File: src/rtl/tmr_pkg.sv
package tmr_pkg;
  typedef enum logic [1:0] {
    MODE_EDGE  = 2'd0,
    MODE_CDN   = 2'd1,
    MODE_CUP   = 2'd2,
    MODE_CBOTH = 2'd3
  } tmr_mode_e;

  localparam int ADR_CTRL = 0;
  localparam int ADR_ARR  = 1;
  localparam int ADR_PSC  = 2;
  localparam int ADR_CMP  = 3;

  localparam int BIT_RUN  = 0;
  localparam int BIT_UOFF = 1;
  localparam int BIT_WRAP = 2;
  localparam int BIT_ONE  = 3;
  localparam int BIT_DIR  = 4;
  localparam int BIT_MODE = 5;
  localparam int BIT_TRG  = 7;
endpackage

File: src/rtl/tmr_regs.sv
module tmr_regs
  import tmr_pkg::*;
#(
  parameter int CW = 16,
  parameter int AW = 2
) (
  input  logic          clk,
  input  logic          rst_n,
  input  logic          wr_en,
  input  logic [AW-1:0] wr_addr,
  input  logic [CW-1:0] wr_data,
  input  logic          sw_update,
  input  logic          slv_reset,
  input  logic          slv_trig,
  input  logic          wrap_ev,
  output logic          run,
  output tmr_mode_e     mode,
  output logic          dir_bit,
  output logic [CW-1:0] arr_sh,
  output logic [CW-1:0] psc_sh,
  output logic [CW-1:0] cmp_sh,
  output logic [CW-1:0] arr_next,
  output logic          reinit,
  output logic          upd_req
);
  logic          run_q, run_d, uoff_q, wrap_only_q, one_q, dir_q, trg_q;
  tmr_mode_e     mode_q, mode_wr;
  logic [CW-1:0] arr_pre, psc_pre, cmp_pre, arr_q, psc_q, cmp_q;
  logic          ctrl_wr, uev, upd_q;

  assign ctrl_wr  = wr_en && (wr_addr == AW'(ADR_CTRL));
  assign mode_wr  = tmr_mode_e'(wr_data[BIT_MODE +: 2]);
  assign reinit   = sw_update | slv_reset;
  assign uev      = !uoff_q && (wrap_ev || reinit);
  assign arr_next = uev ? arr_pre : arr_q;

  // run: software write, then trigger start, then one-shot stop (highest)
  always_comb begin
    run_d = run_q;
    if (ctrl_wr)              run_d = wr_data[BIT_RUN];
    if (trg_q && slv_trig)    run_d = 1'b1;
    if (one_q && uev)         run_d = 1'b0;
  end

  always_ff @(posedge clk or negedge rst_n) begin
    if (!rst_n) begin
      run_q       <= 1'b0;
      uoff_q      <= 1'b0;
      wrap_only_q <= 1'b0;
      one_q       <= 1'b0;
      dir_q       <= 1'b0;
      trg_q       <= 1'b0;
      mode_q      <= MODE_EDGE;
    end else begin
      run_q <= run_d;
      if (ctrl_wr) begin
        uoff_q      <= wr_data[BIT_UOFF];
        wrap_only_q <= wr_data[BIT_WRAP];
        one_q       <= wr_data[BIT_ONE];
        trg_q       <= wr_data[BIT_TRG];
        if (mode_q == MODE_EDGE) dir_q <= wr_data[BIT_DIR];
        if (!(run_q && mode_q == MODE_EDGE && mode_wr != MODE_EDGE))
          mode_q <= mode_wr;
      end
    end
  end

  always_ff @(posedge clk or negedge rst_n) begin
    if (!rst_n) begin
      arr_pre <= '0;
      psc_pre <= '0;
      cmp_pre <= '0;
    end else if (wr_en) begin
      if (wr_addr == AW'(ADR_ARR)) arr_pre <= wr_data;
      if (wr_addr == AW'(ADR_PSC)) psc_pre <= wr_data;
      if (wr_addr == AW'(ADR_CMP)) cmp_pre <= wr_data;
    end
  end

  always_ff @(posedge clk or negedge rst_n) begin
    if (!rst_n) begin
      arr_q <= '0;
      psc_q <= '0;
      cmp_q <= '0;
      upd_q <= 1'b0;
    end else begin
      if (uev) begin
        arr_q <= arr_pre;
        psc_q <= psc_pre;
        cmp_q <= cmp_pre;
      end
      upd_q <= uev && (!wrap_only_q || wrap_ev);
    end
  end

  assign run     = run_q;
  assign mode    = mode_q;
  assign dir_bit = dir_q;
  assign arr_sh  = arr_q;
  assign psc_sh  = psc_q;
  assign cmp_sh  = cmp_q;
  assign upd_req = upd_q;

  p_shadow_frozen_r10: assert property (@(posedge clk) disable iff (!rst_n)
    uoff_q |=> ($stable(arr_q) && $stable(psc_q) && $stable(cmp_q)));

  p_wrap_only_r9: assert property (@(posedge clk) disable iff (!rst_n)
    (wrap_only_q && !wrap_ev) |=> !upd_q);

  p_one_shot_stop_r8: assert property (@(posedge clk) disable iff (!rst_n)
    (one_q && wrap_ev && !uoff_q) |=> !run_q);
endmodule

File: src/rtl/tmr_prescaler.sv
module tmr_prescaler #(
  parameter int CW = 16
) (
  input  logic          clk,
  input  logic          rst_n,
  input  logic          run,
  input  logic          reinit,
  input  logic [CW-1:0] psc_sh,
  output logic          tick
);
  logic [CW-1:0] div_q;

  assign tick = run && !reinit && (div_q >= psc_sh);

  always_ff @(posedge clk or negedge rst_n) begin
    if (!rst_n)      div_q <= '0;
    else if (reinit) div_q <= '0;
    else if (run)    div_q <= tick ? '0 : div_q + CW'(1);
  end

  p_restart_clears_r11: assert property (@(posedge clk) disable iff (!rst_n)
    reinit |=> !tick || (psc_sh == '0));
endmodule

File: src/rtl/tmr_counter.sv
module tmr_counter
  import tmr_pkg::*;
#(
  parameter int CW = 16
) (
  input  logic          clk,
  input  logic          rst_n,
  input  logic          step,
  input  logic          reinit,
  input  tmr_mode_e     mode,
  input  logic          dir_bit,
  input  logic [CW-1:0] arr_sh,
  input  logic [CW-1:0] arr_next,
  input  logic [CW-1:0] cmp_sh,
  output logic [CW-1:0] cnt,
  output logic          dir_status,
  output logic          wrap_ev,
  output logic          cmp_flag
);
  logic [CW-1:0] cnt_q, cnt_d;
  logic          hw_down_q, hw_down_d, up_step, qual, cmp_q;
  logic          center;

  assign center = (mode != MODE_EDGE);

  always_comb begin
    wrap_ev = 1'b0;
    if (step) begin
      if (center ? hw_down_q : dir_bit) wrap_ev = (cnt_q == '0);
      else                              wrap_ev = (cnt_q >= arr_sh);
    end
  end

  always_comb begin
    cnt_d     = cnt_q;
    hw_down_d = center ? hw_down_q : 1'b0;
    up_step   = 1'b1;
    if (reinit) begin
      cnt_d     = (!center && dir_bit) ? arr_next : '0;
      hw_down_d = 1'b0;
    end else if (step) begin
      if (!center) begin
        if (dir_bit) begin
          up_step = 1'b0;
          cnt_d   = (cnt_q == '0) ? arr_next : cnt_q - CW'(1);
        end else begin
          cnt_d   = (cnt_q >= arr_sh) ? '0 : cnt_q + CW'(1);
        end
      end else if (!hw_down_q) begin
        if (cnt_q >= arr_sh) begin
          hw_down_d = 1'b1;
          up_step   = 1'b0;
          cnt_d     = (arr_sh == '0) ? '0 : arr_sh - CW'(1);
        end else begin
          cnt_d     = cnt_q + CW'(1);
        end
      end else begin
        if (cnt_q == '0) begin
          hw_down_d = 1'b0;
          cnt_d     = (arr_sh == '0) ? '0 : CW'(1);
        end else begin
          up_step   = 1'b0;
          cnt_d     = cnt_q - CW'(1);
        end
      end
    end
  end

  always_comb begin
    case (mode)
      MODE_CDN: qual = !up_step;
      MODE_CUP: qual = up_step;
      default:  qual = 1'b1;
    endcase
  end

  always_ff @(posedge clk or negedge rst_n) begin
    if (!rst_n) begin
      cnt_q     <= '0;
      hw_down_q <= 1'b0;
      cmp_q     <= 1'b0;
    end else begin
      cnt_q     <= cnt_d;
      hw_down_q <= hw_down_d;
      cmp_q     <= step && !reinit && qual && (cnt_d == cmp_sh);
    end
  end

  assign cnt        = cnt_q;
  assign cmp_flag   = cmp_q;
  assign dir_status = center ? hw_down_q : dir_bit;

  p_top_turn_r5: assert property (@(posedge clk) disable iff (!rst_n)
    (center && !hw_down_q && step && !reinit && (cnt_q >= arr_sh) && (arr_sh != '0))
      |=> hw_down_q);
endmodule

File: src/rtl/tmr_timebase.sv
module tmr_timebase
  import tmr_pkg::*;
#(
  parameter int CW = 16,
  parameter int AW = 2
) (
  input  logic          clk,
  input  logic          rst_n,
  input  logic          wr_en,
  input  logic [AW-1:0] wr_addr,
  input  logic [CW-1:0] wr_data,
  input  logic          sw_update,
  input  logic          slv_reset,
  input  logic          slv_trig,
  output logic [CW-1:0] cnt_value,
  output logic          dir_status,
  output logic          upd_req,
  output logic          cmp_flag
);
  logic          run, dir_bit, reinit, tick, wrap_ev;
  tmr_mode_e     mode;
  logic [CW-1:0] arr_sh, psc_sh, cmp_sh, arr_next;

  tmr_regs #(.CW(CW), .AW(AW)) u_regs (
    .clk(clk), .rst_n(rst_n), .wr_en(wr_en), .wr_addr(wr_addr), .wr_data(wr_data),
    .sw_update(sw_update), .slv_reset(slv_reset), .slv_trig(slv_trig),
    .wrap_ev(wrap_ev), .run(run), .mode(mode), .dir_bit(dir_bit),
    .arr_sh(arr_sh), .psc_sh(psc_sh), .cmp_sh(cmp_sh), .arr_next(arr_next),
    .reinit(reinit), .upd_req(upd_req)
  );

  tmr_prescaler #(.CW(CW)) u_psc (
    .clk(clk), .rst_n(rst_n), .run(run), .reinit(reinit), .psc_sh(psc_sh),
    .tick(tick)
  );

  tmr_counter #(.CW(CW)) u_cnt (
    .clk(clk), .rst_n(rst_n), .step(tick), .reinit(reinit), .mode(mode),
    .dir_bit(dir_bit), .arr_sh(arr_sh), .arr_next(arr_next), .cmp_sh(cmp_sh),
    .cnt(cnt_value), .dir_status(dir_status), .wrap_ev(wrap_ev),
    .cmp_flag(cmp_flag)
  );

  p_idle_holds_r12: assert property (@(posedge clk) disable iff (!rst_n)
    (!run && !reinit) |=> $stable(cnt_value));
endmodule

File: config.mk
export PLATFORM = sky130hd
export DESIGN_NAME = tmr_timebase
export DESIGN_NICKNAME = d
export VERILOG_FILES = /design/src/rtl/tmr_pkg.sv /design/src/rtl/tmr_regs.sv /design/src/rtl/tmr_prescaler.sv /design/src/rtl/tmr_counter.sv /design/src/rtl/tmr_timebase.sv
export SDC_FILE = /design/constraint.sdc
export NUM_CORES = 1
export LEC_CHECK = 0
export BUFFER_PORTS_ARGS = -buffer_cell sky130_fd_sc_hd__clkbuf_2
export CAP_MARGIN = 15
export CORE_MARGIN = 2
export CORE_UTILIZATION = 58
export DETAILED_ROUTE_END_ITERATION = 10
export PLACE_DENSITY = 0.76
export SYNTH_ARGS = -nofsm -noshare
export SYNTH_HDL_FRONTEND = slang
export SYNTH_SLANG_ARGS = --single-unit
File: constraint.sdc
create_clock -name clk -period 6.04 [get_ports clk]
set_input_delay 1.208 -clock clk [delete_from_list [all_inputs] [get_ports clk]]
set_output_delay 1.208 -clock clk [all_outputs]
set_load 0.01 [all_outputs]
* Word level (Yosys, flattened, before mapping) *
Index checks and enable logic that the tools add are counted.

word-level totals
  flip-flop bits (word level) = 139
  output and inout bits = 19
  logic and storage cells = 102

cells by class
  add/sub/neg operators = 4
  order comparisons = 2
  equality and inequality tests = 6
  muxes and demuxes = 37
  bitwise gates (word level) = 2
  reduce and logical (&&, ||, !) cells = 33

operator list
  operator                                                               number
  16-bit 2-to-1 mux                                                      15
  16-bit by 1-bit adder with 16-bit output, second input constant        2
  16-bit >= comparator                                                   2
  16-bit zero test                                                       2
  16-bit by 1-bit subtractor with 16-bit output, second input constant   2
  1-bit 2-to-1 mux                                                       21
  16-bit equality test                                                   1
  1-bit logical AND                                                      13
  2-bit AND reduction                                                    5
  2-bit equality test, second input constant                             3
  2-bit nonzero test                                                     3
  1-bit zero test                                                        5
  2-bit by 1-bit equality test with 1-bit output, second input constant  2
  2-bit zero test                                                        2
  3-bit nonzero test                                                     1
  1-bit logical OR                                                       2
  1-bit case mux with 2 select lines                                     1
  1-bit NOT                                                              1
  1-bit OR                                                               1

* Logic depth before layout (Yosys ltp) *
  depth after elaboration = 15
  gate-level depth with buffers = 17
  mapped depth without buffers = 14

* Modules after synthesis *
A second synthesis with hierarchy kept.

unflattened totals
  cell total of the unflattened synthesis = 885
  area total of the unflattened synthesis = 8738.4 um^2

modules (own cells, without submodules)
  module         times used  cells each  area an instance (um^2)  sequential area each (um^2)
  tmr_regs       1           244         3952.5                   2627.5
  tmr_counter    1           493         3517.1                   450.4
  tmr_prescaler  1           148         1268.7                   400.4

* Worst setup path before layout *
No wires, ideal clock.

  kind = register to register
  from = reg u_cnt.cnt_q[0] (netlist: u_cnt.cnt[0])
  to = reg u_cnt.cmp_q (netlist: u_cnt.cmp_flag)
  arrival = 3.769 ns
  data required time = 5.944 ns
  slack = 2.175 ns
  cell stages (with the launch flop) = 16
  cell sequence = dfrtp_1 -> clkbuf_1 -> inv_1 -> ha_1 -> nand2b_1 -> a2111oi_0 -> nor4_1 -> nor3_1 -> clkbuf_1 -> mux2i_1 -> a21oi_1 -> a21oi_1 -> o211ai_1 -> nor4_1 -> nand4_1 -> nor4_2

between the ends
  word-level cells in the longest chain between the ends = 13
  elaborated cells on any way between the ends = 30
  classes of those cells = 2 x add/sub; 1 x order compare; 1 x eq/ne; 20 x mux; 6 x reduce/logical

RTL lines
  item                                                      RTL line           source
  start, declared                                           tmr_counter.sv:20  logic [CW-1:0] cnt_q, cnt_d;
  start signal, assigned                                    tmr_counter.sv:83  cnt_q <= cnt_d;
  16-bit >= comparator or 16-bit zero test (tied branches)  n/a
  1-bit 2-to-1 mux                                          tmr_counter.sv:29  if (center ? hw_down_q : dir_bit) wrap_ev = (cnt_q == '0);
  1-bit 2-to-1 mux                                          tmr_counter.sv:28  if (step) begin
  1-bit logical OR                                          tmr_regs.sv:34     assign uev = !uoff_q && (wrap_ev || reinit);
  1-bit logical AND                                         tmr_regs.sv:34
  16-bit 2-to-1 mux                                         tmr_regs.sv:35     assign arr_next = uev ? arr_pre : arr_q;
  16-bit 2-to-1 mux                                         tmr_counter.sv:45  cnt_d = (cnt_q == '0) ? arr_next : cnt_q - CW'(1);
  16-bit 2-to-1 mux                                         tmr_counter.sv:43  if (dir_bit) begin
  16-bit 2-to-1 mux                                         tmr_counter.sv:42  if (!center) begin
  16-bit 2-to-1 mux                                         tmr_counter.sv:41  end else if (step) begin
  16-bit 2-to-1 mux                                         tmr_counter.sv:38  if (reinit) begin
  16-bit equality test                                      tmr_counter.sv:85  cmp_q <= step && !reinit && qual && (cnt_d == cmp_sh);
  1-bit logical AND *                                       tmr_counter.sv:85
  end signal, assigned                                      tmr_counter.sv:85
  end, declared                                             tmr_counter.sv:21  logic hw_down_q, hw_down_d, up_step, qual, cmp_q;

Every way passes the cells marked *; elsewhere a longest branch is shown, timed or not.
A chain may end at the register's enable or synchronous reset.

* Worst setup path after layout *
  from = reg u_regs.mode_q[0] (netlist: u_regs.mode[0])
  to = reg u_cnt.cmp_q (netlist: u_cnt.cmp_flag)

between the ends
  word-level cells in the longest chain between the ends = 14
  elaborated cells on any way between the ends = 25
  classes of those cells = 3 x eq/ne; 14 x mux; 8 x reduce/logical

RTL lines
  item                             RTL line            source
  start, declared                  tmr_regs.sv:27      tmr_mode_e mode_q, mode_wr;
  start signal, assigned           tmr_regs.sv:63      mode_q <= mode_wr;
  2-bit nonzero test *             tmr_counter.sv:24   assign center = (mode != MODE_EDGE);
  1-bit 2-to-1 mux * (2 in a row)  tmr_counter.sv:29
  1-bit 2-to-1 mux *               tmr_counter.sv:28
  1-bit logical OR *               tmr_regs.sv:34
  1-bit logical AND *              tmr_regs.sv:34
  16-bit 2-to-1 mux *              tmr_regs.sv:35
  via arr_next[6]                  tmr_timebase.sv:22  logic [CW-1:0] arr_sh, psc_sh, cmp_sh, arr_next;
  16-bit 2-to-1 mux                tmr_counter.sv:45
  16-bit 2-to-1 mux                tmr_counter.sv:43
  16-bit 2-to-1 mux                tmr_counter.sv:42
  16-bit 2-to-1 mux                tmr_counter.sv:41
  16-bit 2-to-1 mux *              tmr_counter.sv:38
  via u_cnt.cnt_d[6]               tmr_counter.sv:20
  16-bit equality test *           tmr_counter.sv:85
  1-bit logical AND *              tmr_counter.sv:85

Mark *: on every way through the listed nets, which the timed path passes. The rest lies on a longest branch.

==> qor.yml <==
setup_path:
  crit_buf_inv: 5
  r2r-end: "u_cnt.cmp_flag"
  crit_path_start_kind: "register"
  path_cells: "inv_1, ha_1, nor2b_1, buf_4, nor2_1, inv_1, buf_4, a211oi_1, nand3_1, a31oi_4, buf_4, mux2_2, o211a_1, xor2_1, a31oi_1, nand4_1, nor4_2"
  r2r_start: "u_regs.mode[0]"
  cp.required_ns: 6.39
  cpPeakStageDelay_ns: 0.60
  crit_family: "compound AO/OA/AOI/OAI gates"
  cp_max_fo: 17
  critPathKind: "register to register"
  cpMostUsedCell: "buf_4"
  rrSetupSlack_ns: 1.22
  cp.arrival_ns: 5.17
  worstSetupEndpointType: "register"
  reg2reg_depth: 17
  cp_slowest_cell: "a31oi_4"
yosys:
  ys_dominant_reg_cell: "dfrtp_1"
  syn_nets: 1050
  synthMuxAreaShare: 0.155
  syn_inst: 986
  synth_edf_count: 0
  synth_top_family_by_area: "simple AND/OR/NAND/NOR gates"
  ys_seq_area_frac: 0.380
  yosys.area_share.adder: 0.0547
  ys_seq_elements: 139
  post-synth-top-count-cell: "dfrtp_1"
  synth_commonest_cells: "dfrtp_1, mux2_2, nand2_1"
  yosys_warnings: 0
  yosysTopAreaCellShare: 0.380
  netlist_area_um2: 9150
  synthArstFlopShare: 1.00
  yosys.area_share.simple: 0.184
  synthTopCellsByArea: "dfrtp_1, mux2_2, ha_1"
  synth-compound-area-share: 0.147
  synth_cell_types: 74
  synth_top_area_cell: "dfrtp_1"
  syn_area_per_cell_um2: 9.28
  synthXorXnorAreaFrac: 0.0335
min_path:
  hold_path_class: "register to register"
  hp-start: "u_regs.one_q"
  worstHoldPathCells: 1
  min_to: "u_regs.run"
sta:
  slew_viol_final: 0
  holdWs_ns: 0.441
  slew_headroom: 0.311
  setup_viol: 0
  post-route-min-period_ns: 4.82
  tightest_slew_ns: 1.03
  rsz0062_at_grt: "no"
  finalCritPeriodShare: 0.799
  skew_ns: 0.0156
  hold_viol: 0
  fin_setup_tns_ns: 0
  fmax_mhz: 207
status:
  status: "finished clean"
routing:
  route.detailed.drc: 0
  via_per_inst: 6.63
  wirelength_um: 28300
  first_iter_violations: 947
  vias: 8224
  drt_pass1_iterations: 6
  routedWlPerCell_um: 22.8
  ant_nets: 0
clock_tree:
  ctsRootBufferMaster: "clkbuf_16"
  clkSlewWorstSetupHoldPaths_ns: 0.07
  tritoncts: "done"
  h-tree-depth: 4
  postCtsSetupRepairBufs: 0
  cts_hold_buffers: 0
  numCtsBuffers: 17
  cts_resized: 0
  cts.path.max_buffers: 2
  clk_latency_ns: 0.43
  clock-sinks: 139
global_route:
  antenna_found_initial: 0
  grt_pass1_wl_um: 44400
  track_usage: 0.351
  grt_max_degree: 93
  grt_pass1_vias: 7919
  overflow: 0
placed_design:
  port_buffers: 42
  dp_hpwl_um: 20900
  place.gp.congestion: 1.08
die:
  ios: 43
  dieHeight_um: 130
  core_region_area_um2: 15300
  start_util: 0.598
  fp-row-count: 45
  dieArea_um2: 16800
  fp.dieW_um: 130
power_and_ir_drop:
  peakVddDrop_v: 0.000214
  cellPowerDensity_nw_per_um2: 360
  power_leakage_nw: 4.48
cells_and_area:
  area_growth_pct: 11.0
  final_nets: 1080
  diodes: 0
  drive_above_1_share: 0.208
flow_run:
  drv_cap: 0
[per-stage QoR]
step                      worst slack (ns)  total power, mW   util  instances  instance area, µm²
after global routing                 0.920             3.83  0.664       1240               10200
after global placement                1.43             2.58  0.626       1208                9590
after detailed placement              1.34             2.60  0.626       1208                9590
final                                 1.22             3.65  0.664       1240               10200
after CTS                             1.30             3.62  0.664       1240               10200
after floorplan                       2.18             2.18      -        986                9150
[sequential cells by signal, summed over array words and instances, names as in the netlist, 2 cells and up]
signal / cells
u_regs.cmp_sh: 16
u_regs.mode: 2
u_regs.psc_pre: 16
u_regs.arr_sh: 16
u_regs.psc_sh: 16
u_psc.div_q: 16
u_regs.cmp_pre: 16
u_cnt.cnt: 16
u_regs.arr_pre: 16
[logic make-up (layout without fill, tap and decap cells)]
logic type      Yosys count  in the layout
simple gates            329            329
compound gates          209            209
flops                   139            139
mux                     128            128
buf+inv                 106            149
fa+ha+maj                40             40
xor+xnor                 35             35
[cell usage in the layout (no fill, tap or decap), drive strengths merged, types with 7 or more instances in the layout]
master | netlist | final
o21ai | 67 | 67
nor3 | 30 | 30
a21oi | 51 | 51
o211ai | 9 | 9
buf | 10 | 26
clkbuf | 46 | 59
inv | 50 | 56
nand4 | 21 | 21
dfrtp | 139 | 139
ha | 40 | 40
and2 | 7 | 7
nor4 | 24 | 24
a211oi | 9 | 9
nor2 | 75 | 75
xnor2 | 24 | 24
mux2 | 104 | 104
xor2 | 11 | 11
nand2 | 75 | 75
or4 | 8 | 8
o31ai | 7 | 7
and3 | 22 | 22
mux2i | 24 | 24
a31oi | 11 | 11
nand3 | 32 | 32
nand2b | 8 | 8
[final cells by class]
class	count	area (µm²)
inverters	50	188
clock buffers	18	439
fillers	1265	5150
flip-flops and latches	139	3480
well taps	211	264
repair buffers	67	404
multi-input cells	741	5250
clock inverters	14	136
[how the worst max path moves through the flow]
stage | startpoint | end | depth (start not counted)
2_1_floorplan | u_cnt.cnt[0] | u_cnt.cmp_flag | 15
4_1_cts | u_regs.mode[0] | u_cnt.cmp_flag | 17
5_1_grt | u_regs.mode[1] | u_cnt.cmp_flag | 17
3_5_place_dp | u_regs.mode[0] | u_cnt.cmp_flag | 16
6_report | u_regs.mode[0] | u_cnt.cmp_flag | 17
3_3_place_gp | u_regs.mode[0] | u_cnt.cmp_flag | 16
[report_power, final]
part           internal (mW)  total, mW  switching (mW)  leakage, nW
registers               1.14       1.41           0.271         1.71
clock network          0.585       1.02           0.437        0.263
logic                  0.511       1.22           0.711         2.50
total                   2.23       3.65            1.42         4.48
[layer usage]
layer / GRT usage / share of wire / vias up
met5: 0 / 0 / -
met4: 0.174 / 0.046 / 0
met3: 0.0735 / 0.087 / 93
met2: 0.539 / 0.46 / 455
met1: 0.475 / 0.41 / 3989
li1: - / - / 3687
No activity file was read; power rests on OpenSTA's default activity.
